[src/rtl/pfe_pkg.sv]
package pfe_pkg;
  localparam int EVT_W = 12;
  localparam logic [EVT_W-1:0] EVT_READ  = 12'h0A0;
  localparam logic [EVT_W-1:0] EVT_WRITE = 12'h0C0;

  typedef enum logic [2:0] {
    OP_LOAD   = 3'd0,
    OP_STORE  = 3'd1,
    OP_PURGE  = 3'd2,
    OP_WBACK  = 3'd3,
    OP_INVAL  = 3'd4,
    OP_ALLOC  = 3'd5,
    OP_RSV6   = 3'd6,
    OP_RSV7   = 3'd7
  } acc_op_e;

  typedef enum logic [1:0] {
    ACT_NONE,
    ACT_ENTER,
    ACT_RETURN,
    ACT_REFUSE
  } act_e;
endpackage

[src/rtl/pfe_access_classify.sv]
module pfe_access_classify
  import pfe_pkg::*;
(
  input  logic [2:0]       op,
  output logic             is_write,
  output logic [EVT_W-1:0] code
);
  acc_op_e op_e;

  always_comb begin
    op_e = acc_op_e'(op);
    unique case (op_e)
      OP_STORE, OP_INVAL, OP_ALLOC: is_write = 1'b1;
      default:                      is_write = 1'b0;
    endcase
    code = is_write ? EVT_WRITE : EVT_READ;
  end
endmodule

[src/rtl/pfe_pc_select.sv]
module pfe_pc_select #(
  parameter int PC_W = 32
) (
  input  logic            in_slot,
  input  logic [PC_W-1:0] insn_pc,
  input  logic [PC_W-1:0] branch_pc,
  output logic [PC_W-1:0] save_pc
);
  always_comb save_pc = in_slot ? branch_pc : insn_pc;
endmodule

[src/rtl/pfe_sr_update.sv]
module pfe_sr_update #(
  parameter int SR_W   = 32,
  parameter int MD_BIT = 30,
  parameter int RB_BIT = 29,
  parameter int BL_BIT = 28
) (
  input  logic [SR_W-1:0] sr_in,
  output logic [SR_W-1:0] sr_entry
);
  localparam int NSET = 3;
  localparam int SET_POS [NSET] = '{MD_BIT, RB_BIT, BL_BIT};

  logic [SR_W-1:0] set_mask;

  for (genvar g = 0; g < SR_W; g++) begin : g_mask
    logic hit;
    always_comb begin
      hit = 1'b0;
      for (int k = 0; k < NSET; k++)
        if (SET_POS[k] == g) hit = 1'b1;
    end
    assign set_mask[g] = hit;
  end

  always_comb sr_entry = sr_in | set_mask;
endmodule

[src/rtl/prot_fault_entry.sv]
module prot_fault_entry
  import pfe_pkg::*;
#(
  parameter int VA_W       = 32,
  parameter int PAGE_SHIFT = 12,
  parameter int PC_W       = 32,
  parameter int SR_W       = 32,
  parameter int REG_W      = 32,
  parameter int MD_BIT     = 30,
  parameter int RB_BIT     = 29,
  parameter int BL_BIT     = 28,
  parameter logic [31:0] VEC_OFF = 32'h0000_0100,
  localparam int VPN_W     = VA_W - PAGE_SHIFT
) (
  input  logic              clk,
  input  logic              rst,
  input  logic              flt_req,
  input  logic [VA_W-1:0]   flt_va,
  input  logic [2:0]        flt_op,
  input  logic [PC_W-1:0]   flt_pc,
  input  logic              flt_in_slot,
  input  logic [PC_W-1:0]   flt_branch_pc,
  input  logic [SR_W-1:0]   cur_sr,
  input  logic [REG_W-1:0]  cur_r15,
  input  logic [PC_W-1:0]   cur_vbr,
  input  logic              rte_req,
  output logic              redir_vld,
  output logic [PC_W-1:0]   redir_pc,
  output logic              sr_wr_en,
  output logic [SR_W-1:0]   sr_wr_data,
  output logic [VPN_W-1:0]  page_num,
  output logic [VA_W-1:0]   fault_addr,
  output logic [EVT_W-1:0]  evt_code,
  output logic [PC_W-1:0]   saved_pc,
  output logic [SR_W-1:0]   saved_sr,
  output logic [REG_W-1:0]  saved_sp,
  output logic              nest_err
);
  logic             is_write;
  logic [EVT_W-1:0] code_nxt;
  logic [PC_W-1:0]  spc_nxt;
  logic [SR_W-1:0]  sr_entry;
  logic [PC_W-1:0]  vec_target;
  act_e             act;

  pfe_access_classify u_cls (
    .op       (flt_op),
    .is_write (is_write),
    .code     (code_nxt)
  );

  pfe_pc_select #(.PC_W(PC_W)) u_pcs (
    .in_slot   (flt_in_slot),
    .insn_pc   (flt_pc),
    .branch_pc (flt_branch_pc),
    .save_pc   (spc_nxt)
  );

  pfe_sr_update #(
    .SR_W(SR_W), .MD_BIT(MD_BIT), .RB_BIT(RB_BIT), .BL_BIT(BL_BIT)
  ) u_sru (
    .sr_in    (cur_sr),
    .sr_entry (sr_entry)
  );

  always_comb vec_target = cur_vbr + PC_W'(VEC_OFF);

  // Request arbitration: an accepted fault outranks a return.
  always_comb begin
    act = ACT_NONE;
    if (flt_req && !cur_sr[BL_BIT])   act = ACT_ENTER;
    else if (rte_req)                 act = ACT_RETURN;
    if (flt_req && cur_sr[BL_BIT] && !rte_req) act = ACT_REFUSE;
  end

  logic refuse;
  always_comb refuse = flt_req && cur_sr[BL_BIT];

  always_ff @(posedge clk) begin
    if (rst) begin
      redir_vld  <= 1'b0;
      redir_pc   <= '0;
      sr_wr_en   <= 1'b0;
      sr_wr_data <= '0;
      page_num   <= '0;
      fault_addr <= '0;
      evt_code   <= '0;
      saved_pc   <= '0;
      saved_sr   <= '0;
      saved_sp   <= '0;
      nest_err   <= 1'b0;
    end else begin
      redir_vld <= 1'b0;
      sr_wr_en  <= 1'b0;
      nest_err  <= refuse;
      unique case (act)
        ACT_ENTER: begin
          page_num   <= flt_va[VA_W-1:PAGE_SHIFT];
          fault_addr <= flt_va;
          evt_code   <= code_nxt;
          saved_pc   <= spc_nxt;
          saved_sr   <= cur_sr;
          saved_sp   <= cur_r15;
          sr_wr_en   <= 1'b1;
          sr_wr_data <= sr_entry;
          redir_vld  <= 1'b1;
          redir_pc   <= vec_target;
        end
        ACT_RETURN: begin
          sr_wr_en   <= 1'b1;
          sr_wr_data <= saved_sr;
          redir_vld  <= 1'b1;
          redir_pc   <= saved_pc;
        end
        default: ;
      endcase
    end
  end

  logic unused_w;
  always_comb unused_w = is_write;
endmodule

[config.mk]
export PLATFORM = sky130hd
export DESIGN_NAME = prot_fault_entry
export DESIGN_NICKNAME = d
export VERILOG_FILES = /design/src/rtl/pfe_pkg.sv /design/src/rtl/pfe_access_classify.sv /design/src/rtl/pfe_pc_select.sv /design/src/rtl/pfe_sr_update.sv /design/src/rtl/prot_fault_entry.sv
export SDC_FILE = /design/constraint.sdc
export NUM_CORES = 1
export LEC_CHECK = 0
export CAP_MARGIN = 20
export CORE_AREA = 2 2 165 167
export CTS_CLUSTER_DIAMETER = 30
export DETAILED_ROUTE_END_ITERATION = 10
export DIE_AREA = 0 0 167 169
export GPL_TIMING_DRIVEN = 0
export PLACE_DENSITY = 0.67
export SYNTH_ARGS = -nofsm -noshare
export SYNTH_HDL_FRONTEND = slang
export SYNTH_SLANG_ARGS = --single-unit
export TNS_END_PERCENT = 5
[constraint.sdc]
create_clock -name clk -period 4 [get_ports clk]
set_clock_uncertainty 0.2 [all_clocks]
set_input_delay 0.8 -clock clk [delete_from_list [all_inputs] [get_ports clk]]
set_output_delay 0.8 -clock clk [all_outputs]
set_load 0.05 [all_outputs]
## Yosys cells after proc, flatten, opt, wreduce, memory -nomap -nowiden

Index checks and enable logic that the tools add are counted.

- Output and inout bits: 227
- Input bits: 200
- Flip-flop bits (word level): 226
- Word-level logic and storage cells: 33

- Add/sub/neg operators: 1
- Reduce and logical (&&, ||, !) cells: 8
- Muxes and demuxes: 9
- Equality and inequality tests: 5

Operators by type and width:

| operator | count |
|---|---|
| 32-bit case mux with 2 select lines | 2 |
| 32-bit by 9-bit adder with 32-bit output (second input constant) | 1 |
| 32-bit 2-to-1 mux | 1 |
| 7-bit 2-to-1 mux | 1 |
| 3-bit equality test (second input constant) | 2 |
| 2-bit 2-to-1 mux | 3 |
| 3-bit by 1-bit equality test with 1-bit output (second input constant) | 1 |
| 1-bit logical AND | 3 |
| 3-bit OR reduction | 1 |
| 2-bit by 1-bit equality test with 1-bit output (second input constant) | 1 |
| 2-bit equality test (second input constant) | 1 |
| 1-bit zero test | 2 |
| 1-bit 2-to-1 mux | 2 |
| 2-bit nonzero test | 1 |
| 2-bit OR reduction | 1 |

## Longest topological paths before layout

- Word-level depth: 7
- Mapped depth: 10
- Gate-level depth less buffers: 8

## Hierarchy

A second synthesis with hierarchy kept.

- Cells, all modules: 994
- Area total of the unflattened synthesis: 9334.0 µm²

Modules (own cells, without submodules):

| module | cells an instance | times used | area each (µm²) |
|---|---|---|---|
| prot_fault_entry | 910 | 1 | 8438.1 |
| pfe_pc_select | 36 | 1 | 544.3 |
| pfe_sr_update | 33 | 1 | 244.0 |
| pfe_access_classify | 15 | 1 | 107.6 |

## Worst setup path after synthesis

OpenSTA, ideal clock, no wires.

- Path type: input-to-reg
- From: input rte_req
- To: register redir_pc[7]
- Stages on the path: 10
- Required time: 3.672 ns
- Setup slack: 1.288 ns
- Data arrival time: 2.384 ns
- Cell sequence: inv_1 -> o21ai_0 -> inv_1 -> ha_1 -> clkbuf_1 -> clkbuf_1 -> clkbuf_1 -> nor2_1 -> a21oi_1 -> nor2_1

- Word-level cells in the longest chain between the ends: 5
- Elaborated cells on any way between the ends: 9
- Those cells by class: 2 x eq/ne; 4 x mux; 3 x reduce/logical

Ends and longest elaborated chain:

| element | RTL line | text |
|---|---|---|
| start, declared | prot_fault_entry.sv:26 | `input logic rte_req,` |
| 2-bit 2-to-1 mux / 1-bit zero test (equally long branches) | prot_fault_entry.sv:72, prot_fault_entry.sv:73 |  |
| 2-bit 2-to-1 mux / 1-bit logical AND (equally long branches) | prot_fault_entry.sv:71, prot_fault_entry.sv:73 |  |
| 2-bit 2-to-1 mux (*) | prot_fault_entry.sv:73 | `if (flt_req && cur_sr[BL_BIT] && !rte_req) act = ACT_REFUSE;` |
| 2-bit equality test / 2-bit by 1-bit equality test with 1-bit output (equally long branches) | prot_fault_entry.sv:96 | `unique case (act)` |
| 32-bit case mux with 2 select lines / 2-bit nonzero test (equally long branches) | n/a |  |
| end signal, assigned | prot_fault_entry.sv:107 | `redir_pc <= vec_target;` |
| end signal, assigned | prot_fault_entry.sv:113 | `redir_pc <= saved_pc;` |
| end, declared | prot_fault_entry.sv:28 | `output logic [PC_W-1:0] redir_pc,` |

Every way passes the cells marked *; elsewhere a longest branch is shown, timed or not.
A chain may end at the register's enable or synchronous reset.

## Final worst setup path

- From: input cur_sr[28]
- To: register redir_pc[9]

- Word-level cells in the longest chain between the ends: 6
- Elaborated cells on any way between the ends: 10
- Those cells by class: 2 x eq/ne; 3 x mux; 5 x reduce/logical

Ends and longest elaborated chain:

| element | RTL line | text |
|---|---|---|
| start, declared | prot_fault_entry.sv:23 | `input logic [SR_W-1:0] cur_sr,` |
| 1-bit zero test | prot_fault_entry.sv:71 | `if (flt_req && !cur_sr[BL_BIT]) act = ACT_ENTER;` |
| 1-bit logical AND | prot_fault_entry.sv:71 |  |
| 2-bit 2-to-1 mux | prot_fault_entry.sv:71 |  |
| 2-bit 2-to-1 mux (*) | prot_fault_entry.sv:73 |  |
| 2-bit equality test / 2-bit by 1-bit equality test with 1-bit output (equally long branches) | prot_fault_entry.sv:96 |  |
| 32-bit case mux with 2 select lines / 2-bit nonzero test (equally long branches) | n/a |  |

Marks and branches as above.

==> impl_results.md <==
- Initial antenna violation count: 2
- Reg clk slew, reported paths: roughly 0.08 ns
- Hold Path Class: register to register
- Clock sinks: around 200
- Hpwl dp: around 25 mm
- Starting DRT DRC Count: roughly 390
- Initial Utilization: 0.322
- Status: finished clean
- Slew Viols, Final: 0
- CTS resizes: 0
- Hold path cells: 2
- Layout overhead on the synthesized area: 61.6%
- CP max FO: 10
- FFs w/ async S/R, synth: 0
- Avg WL per Cell: roughly 19 um
- Setup TNS: 0 ns
- R2r startpoint: saved_pc[12]
- Vias in the first global route: 8283
- GRT Max-Usage Layer: met2
- Max VDD drop: approximately 0.21 mV
- Top post-synthesis cells by area: dfxtp_1, mux2i_1, nor2_1, a21oi_1, a211oi_1
- Clock Power Share: 0.325
- CTS tree: built
- Worst hold start: evt_code[7]
- FF+latch count, synth: between 150 and 200
- Core box area: around 27000 um^2
- CP endpoint kind: register
- Setup Fix Bufs, Post-CTS: 0
- Critical Path Source Type: input pin
- Layout Nets: between 1500 and 2000
- Maximum level of the CTS H-tree: 4
- Post-layout util: 0.520
- Hold_ws: between 0.2 and 0.3 ns
- Post-synthesis adder-cell area fraction: 0.00441
- Pre-CTS WS: -0.0787 ns
- NetSw: between 0.0015 and 0.002 W
- Maximum clock path buffer count: 2
- Filler cells: between 2000 and 3000
- M2 GR Usage: 0.380
- Worst-Skew Late Latency: between 0.4 and 0.5 ns
- Gpl congestion: 0.883
- Reg2reg path depth: 4
- IO Count: around 430
- Top cells by instance count after synthesis: nor2_1, dfxtp_1, mux2i_1
- Max-cap violations: 0
- Worst slew margin: 0.465
- Die H: between 150 and 200 um
- Post-synthesis area per instance: a little over 9 um^2
- Detail-routed via count per cell: approximately 4.8
- Min Tclk post-route: roughly 3.6 ns
- Final Hold Fails: 0
- Worst Path Required: 4.11 ns
- PD cells: 413 nW/um^2
- Met1 Usage GRT: 0.272
- Post-synthesis compound-gate area fraction: 0.0965
- GRT Util Overall: 0.222
- Post-synthesis cell area: around 8500 um^2
- First-pass GRT wire length: 48.2 mm
- Largest family of logic cells by synthesized area: multiplexers
- Slowest CP cell: clkdlybuf4s50_1
- Post-synthesis sequential area ratio: 0.463
- Post-Route WL: 32.0 mm
- Antenna Cells: 0
- Port buffer count: ~420
- P_leak: around 5.2 nW
- Setup ws final: approximately 0.45 ns
- Max Freq: around 280 MHz
- Routed Antenna Nets: 0
- Post-synth cell types: 48
- Via Count: just over 8000
- Critical R2R Capture: redir_pc[12]
- Final total power: 0.00569 W
- Die Span X: between 150 and 200 um
- Most common cell in the synthesized netlist: nor2_1
- Total of warnings raised by yosys: 0
- Simple-gate share of the synthesized area: 0.157
- # setup viols final: 0
- Most frequent CP cell: clkbuf_1
- Pre-antenna DRT Iters: 5
- Critical path class: input pin to register
- Worst slew pin tran: between 0.8 and 0.9 ns
- Clk root buf: clkbuf_16
- Layout cells sized above 1: 0.0648
- Max incr delay on CP: 0.58 ns
- Post-synth top area share: 0.463
- Sequential power share: 0.385
- Top cell type by total area after synthesis: dfxtp_1
- Internal: 0.00370 W
- Mux cell area share after synthesis: 0.197
- Critical path arrival: ~3.7 ns
- Xor-xnor portion of the synthesized cell area: 0.0103
- Residual DRC: 0
- Combinational group share of total power: 0.290
- Gate count of the mapped netlist: 933
- GR met3 Demand/Resource: 0.0659
- # rows: 60
- Congestion Overflow GR: 0
- Worst-path cell chain: clkdlybuf4s50_1 -> nand2_1 -> o21ai_0 -> inv_1 -> ha_1 -> clkbuf_1 -> clkbuf_1 -> clkbuf_1 -> nor2_1 -> a21oi_1 -> nor2_1
- Final period util: 0.888
- Sw Ratio: 0.350
- RSZ-0062 raised after global routing: no
- Post-synth EDFFs: 0
- Reg2reg setup slack: roughly 2.8 ns
- Clock buffer count from CTS: 17
- Top_reg_cell synth: dfxtp_1
- Die Area: 28200 um^2
- Cts hold-fix bufs: 0
- Largest net degree at the start of global routing: 21
- Hold Path Sink: evt_code[7]
registers in the layout, indices dropped and copies added (netlist names), 3 cells and up:
signal / flops
redir_pc: 32
saved_pc: 32
saved_sp: 32
saved_sr: 32
sr_wr_data: 32
page_num: 20
fault_addr: 12
evt_code: 3
area by class of cell:
cell class | count | area [um^2] | share of cell area
plain buffers | 102 | 568 | 0.0413
clock buffers | 17 | 425 | 0.0309
clock inverters | 15 | 210 | 0.0153
inverters | 10 | 37.5 | 0.00273
multi-input cells | 632 | 4000 | 0.291
flip-flops and latches | 197 | 3940 | 0.286
well taps | 341 | 427 | 0.0310
repair buffers | 415 | 4150 | 0.302
worst max-delay path, delay by kind of cell:
| family | cells | cell delay, ns |
|---|---|---|
| buffers and inverters | 5 | 2.05 |
| AOI/OAI and AO/OA | 2 | 0.26 |
| adders and majority gates | 1 | 0.31 |
| and+or+nand+nor | 3 | 0.23 |
power by group through the flow:
stage	sequential, W	combinational, W	clock, W
after CTS	0.00219	0.00167	0.00190
final	0.00219	0.00165	0.00185
after global routing	0.00221	0.00175	0.00197
after detailed placement	0.00224	0.00166	0
after global placement	0.00223	0.00165	0
after floorplan	0.00270	0.000510	0
cells by family (layout without fill, tap and decap cells):
kind of cell               Yosys count  in the layout
buffers and inverters              112            559
muxes                              168            168
AOI/OAI and AO/OA                  131            131
other                                1              9
xor gates and xnor gates            10             10
DFF                                197            197
adders and majority gates            3              3
and+or+nand+nor                    311            311
per-stage QoR:
| stage | cell area [um^2] | cells |
|---|---|---|
| 2_1_floorplan | 8550 | 941 |
| 6_report | 13800 | 1729 |
| 3_5_place_dp | 13100 | 1697 |
| 5_1_grt | 13800 | 1729 |
| 3_3_place_gp | 13100 | 1697 |
| 4_1_cts | 13800 | 1729 |
cells in the final DEF (no fill, tap or decap), drive strengths merged, types with 4 or more instances in the layout:
cell and count:
a211oi 32, a21oi 61, and2 4, and4 4, buf 54, clkbuf 63, clkdlybuf4s50 415, clkinv 6
conb 9, dfxtp 197, inv 16, mux2i 168, nand2 26, nand3 10, nand4 6, nor2 233
nor3b 7, o211ai 13, o21ai 6, o22ai 7, or4 5, xor2 7
worst max-delay path by stage:
stage / from / to / slack (ns)
final: cur_sr[28] / redir_pc[9] / 0.45
after global placement: cur_sr[28] / redir_pc[9] / 0.01
after CTS: cur_sr[28] / redir_pc[9] / 0.40
after detailed placement: cur_sr[28] / redir_pc[9] / -0.08
after floorplan: rte_req / redir_pc[7] / 1.29
after global routing: cur_sr[28] / sr_wr_data[0] / 0.15
routing by layer:
metal,routed length (um),share of wire
met5,13,0.00041
met4,508,0.016
met3,2430,0.076
met2,15400,0.48
met1,13700,0.43
Power figures use the tool's default switching activity.
